$ cat src/rtl/refsch_pkg.sv
// Shared encodings for the refresh scheduler.
// Assumes a two-bit command field decoded by the DRAM command encoder.
package refsch_pkg;

    typedef enum logic [1:0] {
        CMD_NOP  = 2'd0,
        CMD_AREF = 2'd1,
        CMD_SREF = 2'd2
    } dram_cmd_e;

    typedef enum logic [1:0] {
        PWR_RUN    = 2'd0,
        PWR_SLEEP  = 2'd1,
        PWR_SETTLE = 2'd2,
        PWR_LOCK   = 2'd3
    } pwr_state_e;

endpackage

$ cat src/rtl/refsch_interval.sv
// Interval timer: pulses tick_o once every TREFI_CYC cycles while run is high.
// Assumes TREFI_CYC >= 2. While run is low the count is held at zero, so
// counting restarts from zero when run returns.
module refsch_interval #(
    parameter int TREFI_CYC = 780
) (
    input  logic clk,
    input  logic rst_n,
    input  logic run,
    output logic tick_o
);
    localparam int CW = $clog2(TREFI_CYC);
    localparam logic [CW-1:0] LAST = CW'(TREFI_CYC - 1);

    logic [CW-1:0] cnt_q;

    // Advance the interval count; wrap at the end of each period.
    always_ff @(posedge clk) begin
        if (!rst_n)            cnt_q <= '0;
        else if (!run)         cnt_q <= '0;
        else if (cnt_q == LAST) cnt_q <= '0;
        else                   cnt_q <= cnt_q + 1'b1;
    end

    assign tick_o = run && (cnt_q == LAST);


    tick_gap_chk: assert property (@(posedge clk) disable iff (!rst_n)
        tick_o |=> !tick_o);

endmodule

$ cat src/rtl/refsch_debt.sv
// Debt counter: counts owed refreshes, saturates at MAX_DEBT, flags overflow.
// Assumes issue is only raised while the count is nonzero.
module refsch_debt #(
    parameter int MAX_DEBT = 8
) (
    input  logic clk,
    input  logic rst_n,
    input  logic tick,
    input  logic issue,
    output logic empty_o,
    output logic full_o,
    output logic err_o
);
    localparam int DW = $clog2(MAX_DEBT + 1);
    localparam logic [DW-1:0] FULL = DW'(MAX_DEBT);

    logic [DW-1:0] debt_q;
    logic          err_q;

    // Add a unit per tick, retire one per issue; simultaneous events cancel.
    always_ff @(posedge clk) begin
        if (!rst_n) begin
            debt_q <= '0;
        end else begin
            unique case ({tick, issue})
                2'b10:   if (debt_q != FULL) debt_q <= debt_q + 1'b1;
                2'b01:   debt_q <= debt_q - 1'b1;
                default: debt_q <= debt_q;
            endcase
        end
    end

    // Latch the overflow condition until reset.
    always_ff @(posedge clk) begin
        if (!rst_n)                                 err_q <= 1'b0;
        else if (tick && !issue && debt_q == FULL)  err_q <= 1'b1;
    end

    assign empty_o = (debt_q == '0);
    assign full_o  = (debt_q == FULL);
    assign err_o   = err_q;


    debt_bound_chk: assert property (@(posedge clk) disable iff (!rst_n)
        debt_q <= FULL);

    tick_issue_hold_chk: assert property (@(posedge clk) disable iff (!rst_n)
        (tick && issue) |=> $stable(debt_q));

    issue_needs_debt_chk: assert property (@(posedge clk) disable iff (!rst_n)
        issue |-> debt_q != '0);

    err_sticky_chk: assert property (@(posedge clk) disable iff (!rst_n)
        err_q |=> err_q);

endmodule

$ cat src/rtl/refsch_power.sv
// Power sequencer: self-refresh entry, clock settle wait, then NOP lockout.
// Assumes enter is only raised in PWR_RUN. CKE is low from entry until
// SETTLE_CYC cycles after the wake request; then LOCK_CYC lockout cycles follow.
module refsch_power
    import refsch_pkg::*;
#(
    parameter int SETTLE_CYC = 16,
    parameter int LOCK_CYC   = 200
) (
    input  logic       clk,
    input  logic       rst_n,
    input  logic       enter,
    input  logic       wake_req,
    output pwr_state_e state_o,
    output logic       cke_o
);
    localparam int TMAX = (SETTLE_CYC > LOCK_CYC) ? SETTLE_CYC : LOCK_CYC;
    localparam int TW   = $clog2(TMAX + 1);
    localparam logic [TW-1:0] SETTLE_LAST = TW'(SETTLE_CYC - 1);
    localparam logic [TW-1:0] LOCK_LAST   = TW'(LOCK_CYC - 1);

    pwr_state_e    state_q;
    logic [TW-1:0] tmr_q;
    logic          cke_q;

    // Step through run, sleep, settle and lockout phases.
    always_ff @(posedge clk) begin
        if (!rst_n) begin
            state_q <= PWR_RUN;
            tmr_q   <= '0;
            cke_q   <= 1'b1;
        end else begin
            unique case (state_q)
                PWR_RUN: begin
                    if (enter) begin
                        state_q <= PWR_SLEEP;
                        cke_q   <= 1'b0;
                    end
                end
                PWR_SLEEP: begin
                    if (wake_req) begin
                        state_q <= PWR_SETTLE;
                        tmr_q   <= '0;
                    end
                end
                PWR_SETTLE: begin
                    if (tmr_q == SETTLE_LAST) begin
                        state_q <= PWR_LOCK;
                        cke_q   <= 1'b1;
                        tmr_q   <= '0;
                    end else begin
                        tmr_q <= tmr_q + 1'b1;
                    end
                end
                PWR_LOCK: begin
                    if (tmr_q == LOCK_LAST) state_q <= PWR_RUN;
                    else                    tmr_q   <= tmr_q + 1'b1;
                end
                default: state_q <= PWR_RUN;
            endcase
        end
    end

    assign state_o = state_q;
    assign cke_o   = cke_q;


    cke_low_asleep_chk: assert property (@(posedge clk) disable iff (!rst_n)
        (state_q == PWR_SLEEP || state_q == PWR_SETTLE) |-> !cke_q);

    cke_rise_src_chk: assert property (@(posedge clk) disable iff (!rst_n)
        $rose(cke_q) |-> $past(state_q) == PWR_SETTLE);

    lock_cke_high_chk: assert property (@(posedge clk) disable iff (!rst_n)
        state_q == PWR_LOCK |-> cke_q);

    entry_chk: assert property (@(posedge clk) disable iff (!rst_n)
        (state_q == PWR_RUN && enter) |=> (state_q == PWR_SLEEP && !cke_q));

endmodule

$ cat src/rtl/dram_refresh_sched.sv
// Refresh scheduler top: joins the interval timer, debt counter and power
// sequencer, and registers the command seen by the DRAM command encoder.
// Assumes the arbiter raises ref_gnt only for a slot it has reserved.
module dram_refresh_sched
    import refsch_pkg::*;
#(
    parameter int CLK_PERIOD_PS = 10000,
    parameter int REFI_NS       = 7800,
    parameter int MAX_DEBT      = 8,
    parameter int SETTLE_CYC    = 16,
    parameter int LOCK_CYC      = 200,
    parameter int ADDR_W        = 13
) (
    input  logic              clk,
    input  logic              rst_n,
    input  logic              arb_idle,
    input  logic              ref_gnt,
    input  logic              sleep_req,
    input  logic              wake_req,
    output logic              ref_req_o,
    output logic              ref_urgent_o,
    output logic [1:0]        cmd_o,
    output logic              cke_o,
    output logic [ADDR_W-1:0] addr_o,
    output logic              hold_nop_o,
    output logic              debt_err_o
);
    localparam int TREFI_CYC = (REFI_NS * 1000) / CLK_PERIOD_PS;

    pwr_state_e pwr_state;
    logic       run, tick, issue, enter;
    logic       debt_empty, debt_full;
    dram_cmd_e  cmd_q;

    assign run   = (pwr_state == PWR_RUN);
    assign issue = ref_req_o && ref_gnt;
    assign enter = run && sleep_req && arb_idle && debt_empty && !tick;

    refsch_interval #(.TREFI_CYC(TREFI_CYC)) u_interval (
        .clk    (clk),
        .rst_n  (rst_n),
        .run    (run),
        .tick_o (tick)
    );

    refsch_debt #(.MAX_DEBT(MAX_DEBT)) u_debt (
        .clk     (clk),
        .rst_n   (rst_n),
        .tick    (tick),
        .issue   (issue),
        .empty_o (debt_empty),
        .full_o  (debt_full),
        .err_o   (debt_err_o)
    );

    refsch_power #(.SETTLE_CYC(SETTLE_CYC), .LOCK_CYC(LOCK_CYC)) u_power (
        .clk      (clk),
        .rst_n    (rst_n),
        .enter    (enter),
        .wake_req (wake_req),
        .state_o  (pwr_state),
        .cke_o    (cke_o)
    );

    // Register the command: refresh on a grant, self-refresh on entry.
    always_ff @(posedge clk) begin
        if (!rst_n)     cmd_q <= CMD_NOP;
        else if (issue) cmd_q <= CMD_AREF;
        else if (enter) cmd_q <= CMD_SREF;
        else            cmd_q <= CMD_NOP;
    end

    assign ref_req_o    = run && !debt_empty;
    assign ref_urgent_o = run && debt_full;
    assign hold_nop_o   = !run;
    assign cmd_o        = cmd_q;
    assign addr_o       = '0;


    aref_after_grant_chk: assert property (@(posedge clk) disable iff (!rst_n)
        cmd_q == CMD_AREF |-> $past(ref_req_o && ref_gnt));

    sref_cke_low_chk: assert property (@(posedge clk) disable iff (!rst_n)
        cmd_q == CMD_SREF |-> !cke_o);

    lock_nop_chk: assert property (@(posedge clk) disable iff (!rst_n)
        (hold_nop_o && cke_o) |-> (cmd_q == CMD_NOP && !ref_req_o));

    urgent_req_chk: assert property (@(posedge clk) disable iff (!rst_n)
        ref_urgent_o |-> ref_req_o);

endmodule

$ cat config.mk
export PLATFORM = sky130hd
export DESIGN_NAME = dram_refresh_sched
export DESIGN_NICKNAME = d
export VERILOG_FILES = /design/src/rtl/refsch_pkg.sv /design/src/rtl/refsch_interval.sv /design/src/rtl/refsch_debt.sv /design/src/rtl/refsch_power.sv /design/src/rtl/dram_refresh_sched.sv
export SDC_FILE = /design/constraint.sdc
export NUM_CORES = 1
export LEC_CHECK = 0
export CAP_MARGIN = 20
export CORE_AREA = 2 2 102 55
export DETAILED_ROUTE_END_ITERATION = 10
export DIE_AREA = 0 0 104 57
export PLACE_DENSITY = 0.63
export SKIP_LAST_GASP = 1
export SLEW_MARGIN = 30
export SYNTH_ARGS = -nofsm -noshare
export SYNTH_HDL_FRONTEND = slang
export SYNTH_HIERARCHICAL = 1
export SYNTH_SLANG_ARGS = --single-unit
$ cat constraint.sdc
create_clock -name clk -period 3.3 [get_ports clk]
set_input_delay 0.33 -clock clk [delete_from_list [all_inputs] [get_ports clk]]
set_output_delay 0.33 -clock clk [all_outputs]
set_load 0.1 [all_outputs]
==> results.yml, run 1 <==
layout:
  syn_to_final_growth_pct: 11.92
  fill_cells: 543
  layout-drive-gt1-share: 0.1014
  nNetsFinal: 221
  n_antenna_cell: 0
placed_design:
  hpwl_mm: 2.557
  gp_congestion: 0.8555
  port_buffers: 12
logic_synthesis:
  synth_cells: 197
  yosysMostFrequentCell: "dfxtp_1"
  synth_seq_cells: 28
  synth_area_leaders: "dfxtp_1 33%, buf_4 5.7%, ha_1 5.1%, nor2_1 3.5%, nand2_1 3.1%"
  synth-async-reset-ratio: 0
  netlist_area_um2: 1712
  synth_cell_types: 61
  synth_top_area_frac: 0.3275
  yosysSeqAreaShare: 0.3275
  synth_commonest_cells: "28 x dfxtp_1, 16 x nor2_1, 14 x nand2_1"
  synth-edff-count: 0
  synth_warnings: 6
  synth_flop_cell: "dfxtp_1"
  postSynthAreaPerCell_um2: 8.689
  yosys.area.top_type: "dfxtp_1"
hold_path:
  hold_start: "u_interval/cnt_q[0]"
  hold_class: "reg2reg"
  whs_path_depth: 1
  worstHoldEndpoint: "u_interval/cnt_q[0]"
detailed_routing:
  drt-initial-drc-count: 120
  routed_wl_mm: 3.527
  firstDrtPassIters: 4
  drt-vias-per-instance: 5.064
  ant_nets: 0
  post_drt_wl_per_cell_um: 12.60
  vias: 1418
  drcViolationCount: 0
critical_path:
  cp-startpoint: "u_interval/cnt_q[0]"
  reg2reg_to: "u_debt/debt_q[2]"
  cp.arrival_ps: 2720
  rr_startpoint: "u_interval/cnt_q[0]"
  worstRegToRegCells: 9
  critPathCaptureType: "flip-flop"
  crit_type: "reg2reg"
  r2r_slack_ps: 790
  start_kind: "flip-flop"
  crit_required_ps: 3510
  path_max_fanout: 7
power:
  p_leak_nw: 0.6650
  total_power_mw: 1.414
  p_int_mw: 0.7361
  power_switching_mw: 0.6783
  pwr-share-comb: 0.494
  pwr_density_cell_nw_per_um2: 738.4
  pwr-share-clk: 0.191
  ir_drop_mv: 0.2701
  p_sw_frac: 0.4796
  seq_power_share: 0.314
cts:
  path_clk_slew_ps: 100
  ctsResizeCount: 0
  cts_tree: "built"
  numCtsBuffers: 3
  clkLatencyLatePin_ps: 270
  clkSinkCount: 28
  htreeDepth: 1
  clock_path_buffers: 2
  root_buffer: "clkbuf_8"
  cts_hold_buf: 0
  cts_setup_buffers: 0
die:
  fp.dieH_um: 57
  die-area_um2: 5928
  initial_core_util: 0.3333
  coreArea_um2: 5135
  io_pins: 26
  rows: 19
  fp.dieW_um: 104
timing:
  setup_viol_count_final: 0
  whs_ps: 484.4
  hold_violations: 0
  finalClockSkew_ps: 2.891
  fin_crit_sh: 0.7594
  worst_slew_pin_slew_ps: 962.4
  drv_slew: 0
  relSlewSlack: 0.3564
  tns_ps: 0
  rsz0062_at_grt: "false"
  fin_crit_ps: 2506
  max_freq_mhz: 399.1
grt:
  track_usage: 0.1227
  grt_overflow: 0
  grt_start_max_net_pins: 21
  antenna_found_initial: 0
  grt_pass1_vias: 1203
  grt_pass1_wl_mm: 5.885
status:
  status: "completed"
job:
  max_cap_viol_count: 0
-- through the flow --
step,instance area [um^2],utilization,setup WS [ps],instances
global placement,1844,0.3592,859.7,276
CTS,1916,0.3731,791.4,280
finish,1916,0.3731,794.1,280
global route,1916,0.3731,595.4,280
floorplan,1757,-,847.3,209
detailed placement,1844,0.3592,839.3,276
-- cells by family (layout without fill, tap and decap cells) --
family / after synthesis / in the layout / synth area share
AOI/OAI and AO/OA: 39 / 39 / 0.1718
DFF: 28 / 28 / 0.3275
adders and majority gates: 7 / 7 / 0.05117
muxes: 2 / 2 / 0.01170
buffers and inverters: 27 / 25 / 0.08991
and+or+nand+nor: 86 / 86 / 0.3099
other: 1 / 13 / 0.002191
xor gates and xnor gates: 7 / 7 / 0.03582
-- power by group through the flow --
stage	combinational [mW]	clock [mW]	sequential, mW
global route	0.745	0.293	0.451
CTS	0.696	0.282	0.444
detailed placement	0.694	0	0.453
floorplan	0.536	0	0.496
finish	0.699	0.271	0.445
global placement	0.699	0	0.454
-- critical path: stages (launching register included) --
cell and delay (ps):
dfxtp_1 380, ha_1 240, nand4b_1 160, nor4_4 260, and2_1 280, nand2b_1 270
xnor2_1 100, ha_1 220, o32ai_1 320, mux2i_1 210
-- how the worst max path moves through the flow --
stage	depth (start not counted)	slack, ps	end
final	9	790	u_debt/debt_q[2]
after global routing	9	600	u_debt/debt_q[2]
after CTS	9	790	u_debt/debt_q[2]
after detailed placement	9	840	u_debt/debt_q[2]
after global placement	10	860	u_power/state_o[0]
after floorplan	3	850	ref_req_o
-- routing by layer --
layer | global-route usage | part of all wire | vias to the layer above
met1 | 0.2011 | 0.54 | 653
li1 | - | - | 721
met5 | 0 | 0 | -
met3 | 0.03429 | 0.068 | 2
met2 | 0.1560 | 0.39 | 42
met4 | 0.01737 | 0.0011 | 0
-- cell usage in the layout, fill, tap and decap left out, drive strengths merged, types with 2 or more instances in the layout --
master,n
a211oi,5
a21oi,3
a221oi,2
a31oi,4
and2,4
buf,4
clkbuf,3
clkdlybuf4s50,9
conb,13
dfxtp,28
ha,7
inv,8
mux2i,2
nand2,14
nand2b,4
nand3,10
nand4,4
nand4b,2
nor2,17
nor2b,3
nor3,4
nor3b,3
nor4,4
nor4b,3
o211ai,2
o21ai,6
o221ai,2
o22ai,2
o31ai,5
or3,3
or4,3
xnor2,5
xor2,2
-- cell type report --
type	count	area [um^2]	share of cell area
Clock buffer	3	41.29	0.02155
Clock inverter	1	30.03	0.01568
Inverter	8	30.03	0.01568
Multi-Input combinational cell	154	1042	0.5441
Sequential cell	28	560.5	0.2926
Tap cell	73	91.34	0.04768
Timing Repair Buffer	13	120.1	0.06270
-- flip-flops by register name (all words and copies together) (netlist names) --
name              cells
cmd_o                 2
u_debt/debt_q         4
u_debt/err_o          1
u_interval/cnt_q     10
u_power/cke_o         1
u_power/state_o       2
u_power/tmr_q         8
Note: power is estimated with default switching activity, not from simulation.
==> run 2, diff against run 1 <==
--- a/config.mk
+++ b/config.mk
@@ -9,7 +9,7 @@
 export CORE_AREA = 2 2 102 55
 export DETAILED_ROUTE_END_ITERATION = 10
 export DIE_AREA = 0 0 104 57
-export PLACE_DENSITY = 0.63
+export PLACE_DENSITY = 0.65
 export SKIP_LAST_GASP = 1
 export SLEW_MARGIN = 30
 export SYNTH_ARGS = -nofsm -noshare
==> constraint.sdc (replaced) <==
create_clock -name clk -period 2.15 [get_ports clk]
set_input_delay 0.215 -clock clk [delete_from_list [all_inputs] [get_ports clk]]
set_output_delay 0.215 -clock clk [all_outputs]
set_load 0.1 [all_outputs]
==> run 2 against run 1 <==
  * Cell count grew 8.2%
  * Final area grew 11%
  * Utilization grew 4.3 points
  * Sequential power grew 44%
  * Flip-flop and latch count is the same
  * First-iteration DRC count shrank 13%
  * Clock-buffer cell count is the same
  * Maximum frequency grew 20%
  * Routed wire length grew 8.0%
  * Non-clock buffer count grew 24
  * Total power grew 68%
  * Clock power grew 6%
==> results.yml, run 2 (synthesis gave the netlist of run 1 again) <==
status:
  status: "completed"
die:
  fp.dieW_um: 104
  coreArea_um2: 5135
  initial_core_util: 0.3333
  io_pins: 26
  fp.dieH_um: 57
  rows: 19
  die-area_um2: 5928
layout:
  syn_to_final_growth_pct: 24.78
  layout-drive-gt1-share: 0.2565
  n_antenna_cell: 0
  largest_reg_flops: 10
  mostFrequentLayoutCell: "buf_4"
  final_cell_mix: "30 x buf_4, 26 x dfxtp_1, 15 x nor2_1"
  top_regs: "u_interval/cnt_q (10), u_power/tmr_q (8), u_debt/debt_q (4)"
  regMostFlops: "u_interval/cnt_q"
  nNetsFinal: 245
detailed_routing:
  routed_wl_mm: 3.809
  drt-vias-per-instance: 4.947
  post_drt_wl_per_cell_um: 12.57
  firstDrtPassIters: 4
  ant_nets: 0
  vias: 1499
  drcViolationCount: 0
  drt-initial-drc-count: 104
timing:
  rsz0062_at_grt: "true"
  fin_crit_ps: 2094
  setup_viol_count_final: 0
  fin_crit_sh: 0.9738
  max_freq_mhz: 477.6
  whs_ps: 480.1
  drv_slew: 0
  finalClockSkew_ps: 9.858
  fin_ws_ps: 56.31
  tns_ps: 0
  hold_violations: 0
critical_path:
  r2r_slack_ps: 60
  crit_required_ps: 2340
  critPathCaptureType: "flip-flop"
  cp.arrival_ps: 2290
  path_common_cell: "nand4b_1"
  max_stage_delay_ps: 360
  worstRegToRegCells: 10
  crit_type: "reg2reg"
  path_max_fanout: 4
  worstPathCellList: "ha_2 > nand4b_1 > nor4_4 > and2_4 > nand4b_1 > nor2_1 > inv_1 > a221oi_4 > a31oi_1 > o21ai_1"
  rr_startpoint: "u_interval/cnt_q[0]"
  start_kind: "flip-flop"
  reg2reg_to: "u_power/cke_o"
  slowest_stage: "a221oi_4"
hold_path:
  whs_path_depth: 2
  worstHoldEndpoint: "u_debt/err_o"
  hold_class: "reg2reg"
  hold_start: "u_debt/err_o"
cts:
  numCtsBuffers: 3
  cts_hold_buf: 0
  clock_path_buffers: 2
  clkLatencyLatePin_ps: 280
  clkSinkCount: 28
  path_clk_slew_ps: 100
  root_buffer: "clkbuf_8"
  cts_tree: "built"
  htreeDepth: 1
grt:
  grt_start_max_net_pins: 15
  grt_pass1_vias: 1311
  track_usage: 0.1333
  antenna_found_initial: 0
  grt_overflow: 0
  grt_pass1_wl_mm: 6.430
power:
  pwr_density_cell_nw_per_um2: 1115
  p_leak_nw: 0.8027
  ir_drop_mv: 0.5351
  total_power_mw: 2.381
placed_design:
  hpwl_mm: 2.925
  gp_congestion: 0.8586
  port_buffers: 12
  pre_cts_ws_ps: -75.09
job:
  max_cap_viol_count: 0
## run 2: what timing repair did
action,4_1_cts,5_1_grt
pin swaps,0,4
resized for setup,1,7
cloned,0,0
setup buffers,0,1
setup endpoints to repair,3,5
## run 2: layout make-up
| cell class | count | area, um^2 |
|---|---|---|
| Sequential cell | 28 | 563.0 |
| Clock buffer | 3 | 41.29 |
| Fill cell | 508 | 2999 |
| Timing Repair Buffer | 37 | 315.3 |
| Inverter | 8 | 30.03 |
| Tap cell | 73 | 91.34 |
| Multi-Input combinational cell | 154 | 1095 |
## run 2: where the power goes
group,switching [mW],internal [mW],leakage [nW]
clock network,0.161,0.126,0.0216
logic,0.930,0.526,0.554
registers,0.0485,0.590,0.227
total,1.14,1.24,0.803
## run 2: worst max path at each step
stage / from / to / slack [ps]
floorplan: u_interval/cnt_q[6] / u_debt/debt_q[2] / -180
global placement: u_interval/cnt_q[1] / u_power/cke_o / -90
detailed placement: u_interval/cnt_q[1] / u_power/cke_o / -80
CTS: u_interval/cnt_q[9] / u_debt/debt_q[2] / 4
global route: u_interval/cnt_q[0] / u_debt/debt_q[2] / -60
finish: u_interval/cnt_q[0] / u_power/cke_o / 60
## run 2: routing by layer
layer,track usage,part of all wire,vias up
met5,0,0,-
met4,0.01158,0.0026,0
met3,0.03429,0.054,2
met2,0.1833,0.40,34
met1,0.2128,0.54,701
li1,-,-,762
## run 2: stage by stage
step                      std cells  utilization  cell area, um^2
after floorplan                 209            -             1779
after CTS                       302       0.4094             2102
after global routing            303       0.4159             2136
after global placement          299       0.4001             2054
after detailed placement        299       0.4001             2054
final                           303       0.4159             2136
## run 2: worst max-delay path, delay by kind of cell, from the launching register on
| kind | cells | cell delay [ps] |
|---|---|---|
| AOI/OAI and AO/OA | 3 | 690 |
| adders and majority gates | 1 | 180 |
| buffers and inverters | 1 | 100 |
| DFF | 1 | 330 |
| and+or+nand+nor | 5 | 720 |
==> run 3, diff against run 2 <==
--- a/config.mk
+++ b/config.mk
@@ -9,9 +9,11 @@
 export CORE_AREA = 2 2 102 55
 export DETAILED_ROUTE_END_ITERATION = 10
 export DIE_AREA = 0 0 104 57
-export PLACE_DENSITY = 0.65
+export DONT_BUFFER_PORTS = 1
+export PLACE_DENSITY = 0.58
+export REMOVE_ABC_BUFFERS = 1
 export SKIP_LAST_GASP = 1
-export SLEW_MARGIN = 30
+export SLEW_MARGIN = 20
 export SYNTH_ARGS = -nofsm -noshare
 export SYNTH_HDL_FRONTEND = slang
 export SYNTH_HIERARCHICAL = 1
==> run 3 against run 2 <==
  * The flow now finishes with violations (negative setup slack)
  * Maximum frequency shrank 5.8%
  * Utilization decreased by 0.29 points
  * Final area shrank 0.70%
  * Worst setup slack worse by 130 ps
  * Sequential share of layout area is 0.30 points higher
  * Flip-flop and latch count did not move
  * Clock-buffer cell count up 1
  * Combinational power down 4%
  * Total power about the same
  * Via count fell by 3.2%
  * Routed wire length grew 4.2%
==> results.yml, run 3 (synthesis gave the netlist of run 1 again) <==
status:
  violations: "negative setup slack"
  status: "finished, violations left"
placed_design:
  hpwl_mm: 2.857
  gp_congestion: 0.8195
  port_buffers: 0
grt:
  grt_pass1_wl_mm: 6.189
  grt_pass1_vias: 1208
  grt_overflow: 0
  antenna_found_initial: 0
  grt_start_max_net_pins: 21
  track_usage: 0.1295
timing:
  tns_ps: -93.50
  worst_slew_pin_slew_ps: 509.2
  rsz0062_at_grt: "true"
  finalClockSkew_ps: 5.840
  max_freq_mhz: 449.7
  setup_viol_count_final: 2
  fin_crit_sh: 1.034
  fin_ws_ps: -73.63
  fin_crit_ps: 2224
  relSlewSlack: 0.6619
  drv_slew: 0
  hold_violations: 0
  whs_ps: 40.25
detailed_routing:
  dr.max_layer_used: "met3"
  drt-initial-drc-count: 121
  dr_wl_met2_mm: 1.468
  drt-vias-per-instance: 4.789
  routed_wl_mm: 3.970
  wl_met3_um: 166
  drcViolationCount: 0
  firstDrtPassIters: 4
  wl_met1_mm: 2.335
  ant_nets: 0
  post_drt_wl_per_cell_um: 13.10
  vias: 1451
power:
  ir_drop_mv: 0.4704
  p_leak_nw: 0.8103
  pwr_density_cell_nw_per_um2: 1123
die:
  coreArea_um2: 5135
  io_pins: 26
  initial_core_util: 0.3333
  rows: 19
  fp.dieW_um: 104
  die-area_um2: 5928
  fp.dieH_um: 57
cts:
  path_clk_slew_ps: 90
  root_buffer: "clkbuf_8"
  htreeDepth: 1
  clock_path_buffers: 2
  numCtsBuffers: 3
  clkSinkCount: 28
  clkLatencyLatePin_ps: 270
  cts_hold_buf: 0
  cts_tree: "built"
critical_path:
  cp.arrival_ps: 2430
  r2r_slack_ps: -70
  path_max_fanout: 2
  start_kind: "flip-flop"
  critPathCaptureType: "flip-flop"
  crit_required_ps: 2360
  crit_type: "reg2reg"
job:
  max_cap_viol_count: 0
layout:
  multi_input_area_um2: 1105
  n_antenna_cell: 0
  regMostFlops: "u_interval/cnt_q"
  mostFrequentLayoutCell: "buf_4"
  final_cell_mix: "35 x buf_4, 24 x dfxtp_1, 14 x nor2_1, 14 x nand2_1, 13 x conb_1"
  top_regs: "u_interval/cnt_q (10), u_power/tmr_q (8), u_debt/debt_q (4)"
  largest_reg_flops: 10
  ff_latch_area_um2: 565.5
  syn_to_final_growth_pct: 23.90
  nNetsFinal: 244
  layout-drive-gt1-share: 0.2957
  fill_cells: 533
hold_path:
  hold_class: "in2reg"
run 3: cell types whose count changed in the layout (fill, tap and decap cells not counted), moves of 2 or more:
cell and change:
buf_12 -2, buf_4 +5, clkdlybuf4s50_1 -5, dfxtp_1 -2, dfxtp_2 +2
run 3: worst paths after layout:
check | from | endpoint | cells after the start
hold reg to reg | u_power/tmr_q[1] | u_power/tmr_q[1] | 2
setup / recovery | u_interval/cnt_q[6] | u_debt/debt_q[2] | 10
setup reg to reg | u_interval/cnt_q[6] | u_debt/debt_q[2] | 10
hold / removal | rst_n | u_power/cke_o | 1
run 3: what timing repair did:
| item | in CTS | in global routing |
|---|---|---|
| buffers inserted | 1 | 2 |
| pin swaps | 4 | 10 |
| resized for setup | 7 | 11 |
| endpoints found under the setup margin | 4 | 5 |
run 3: power by group:
part	total, mW	internal [mW]	switching [mW]
Sequential	0.646	0.592	0.0539
Combinational	1.40	0.488	0.916
Clock	0.332	0.164	0.168
Total	2.38	1.24	1.14
run 3: critical path, cell delays in order, from the launching register on:
cell      delay, ps
dfxtp_2         330
or3b_4          400
nor4_4          230
and2_4          190
nand2b_4        130
xnor2_2         110
ha_2            210
nand3b_1        120
o32ai_2         120
buf_4           150
mux2i_1         170
run 3: final cells by class:
cell class,count,area share
Multi-Input combinational cell,154,0.5209
Sequential cell,28,0.2667
Timing Repair Buffer,36,0.1292
Tap cell,73,0.04307
Clock buffer,4,0.02596
Inverter,8,0.01416
run 3: routing by layer:
| layer | up-vias | global-route usage |
|---|---|---|
| met3 | 0 | 0.03886 |
| met5 | - | 0 |
| met2 | 26 | 0.1626 |
| li1 | 769 | - |
| met4 | 0 | 0 |
| met1 | 656 | 0.2191 |
run 3: metrics by stage:
step	instances	area, um^2	utilization	worst slack, ps	power, mW
6_report	303	2121	0.4130	-73.63	2.382
5_1_grt	303	2121	0.4130	-206.6	2.519
4_1_cts	301	2066	0.4023	5.816	2.343
3_5_place_dp	296	1974	0.3845	-69.34	1.954
3_3_place_gp	296	1974	0.3845	23.50	1.947
2_1_floorplan	190	1633	-	-308.3	1.553
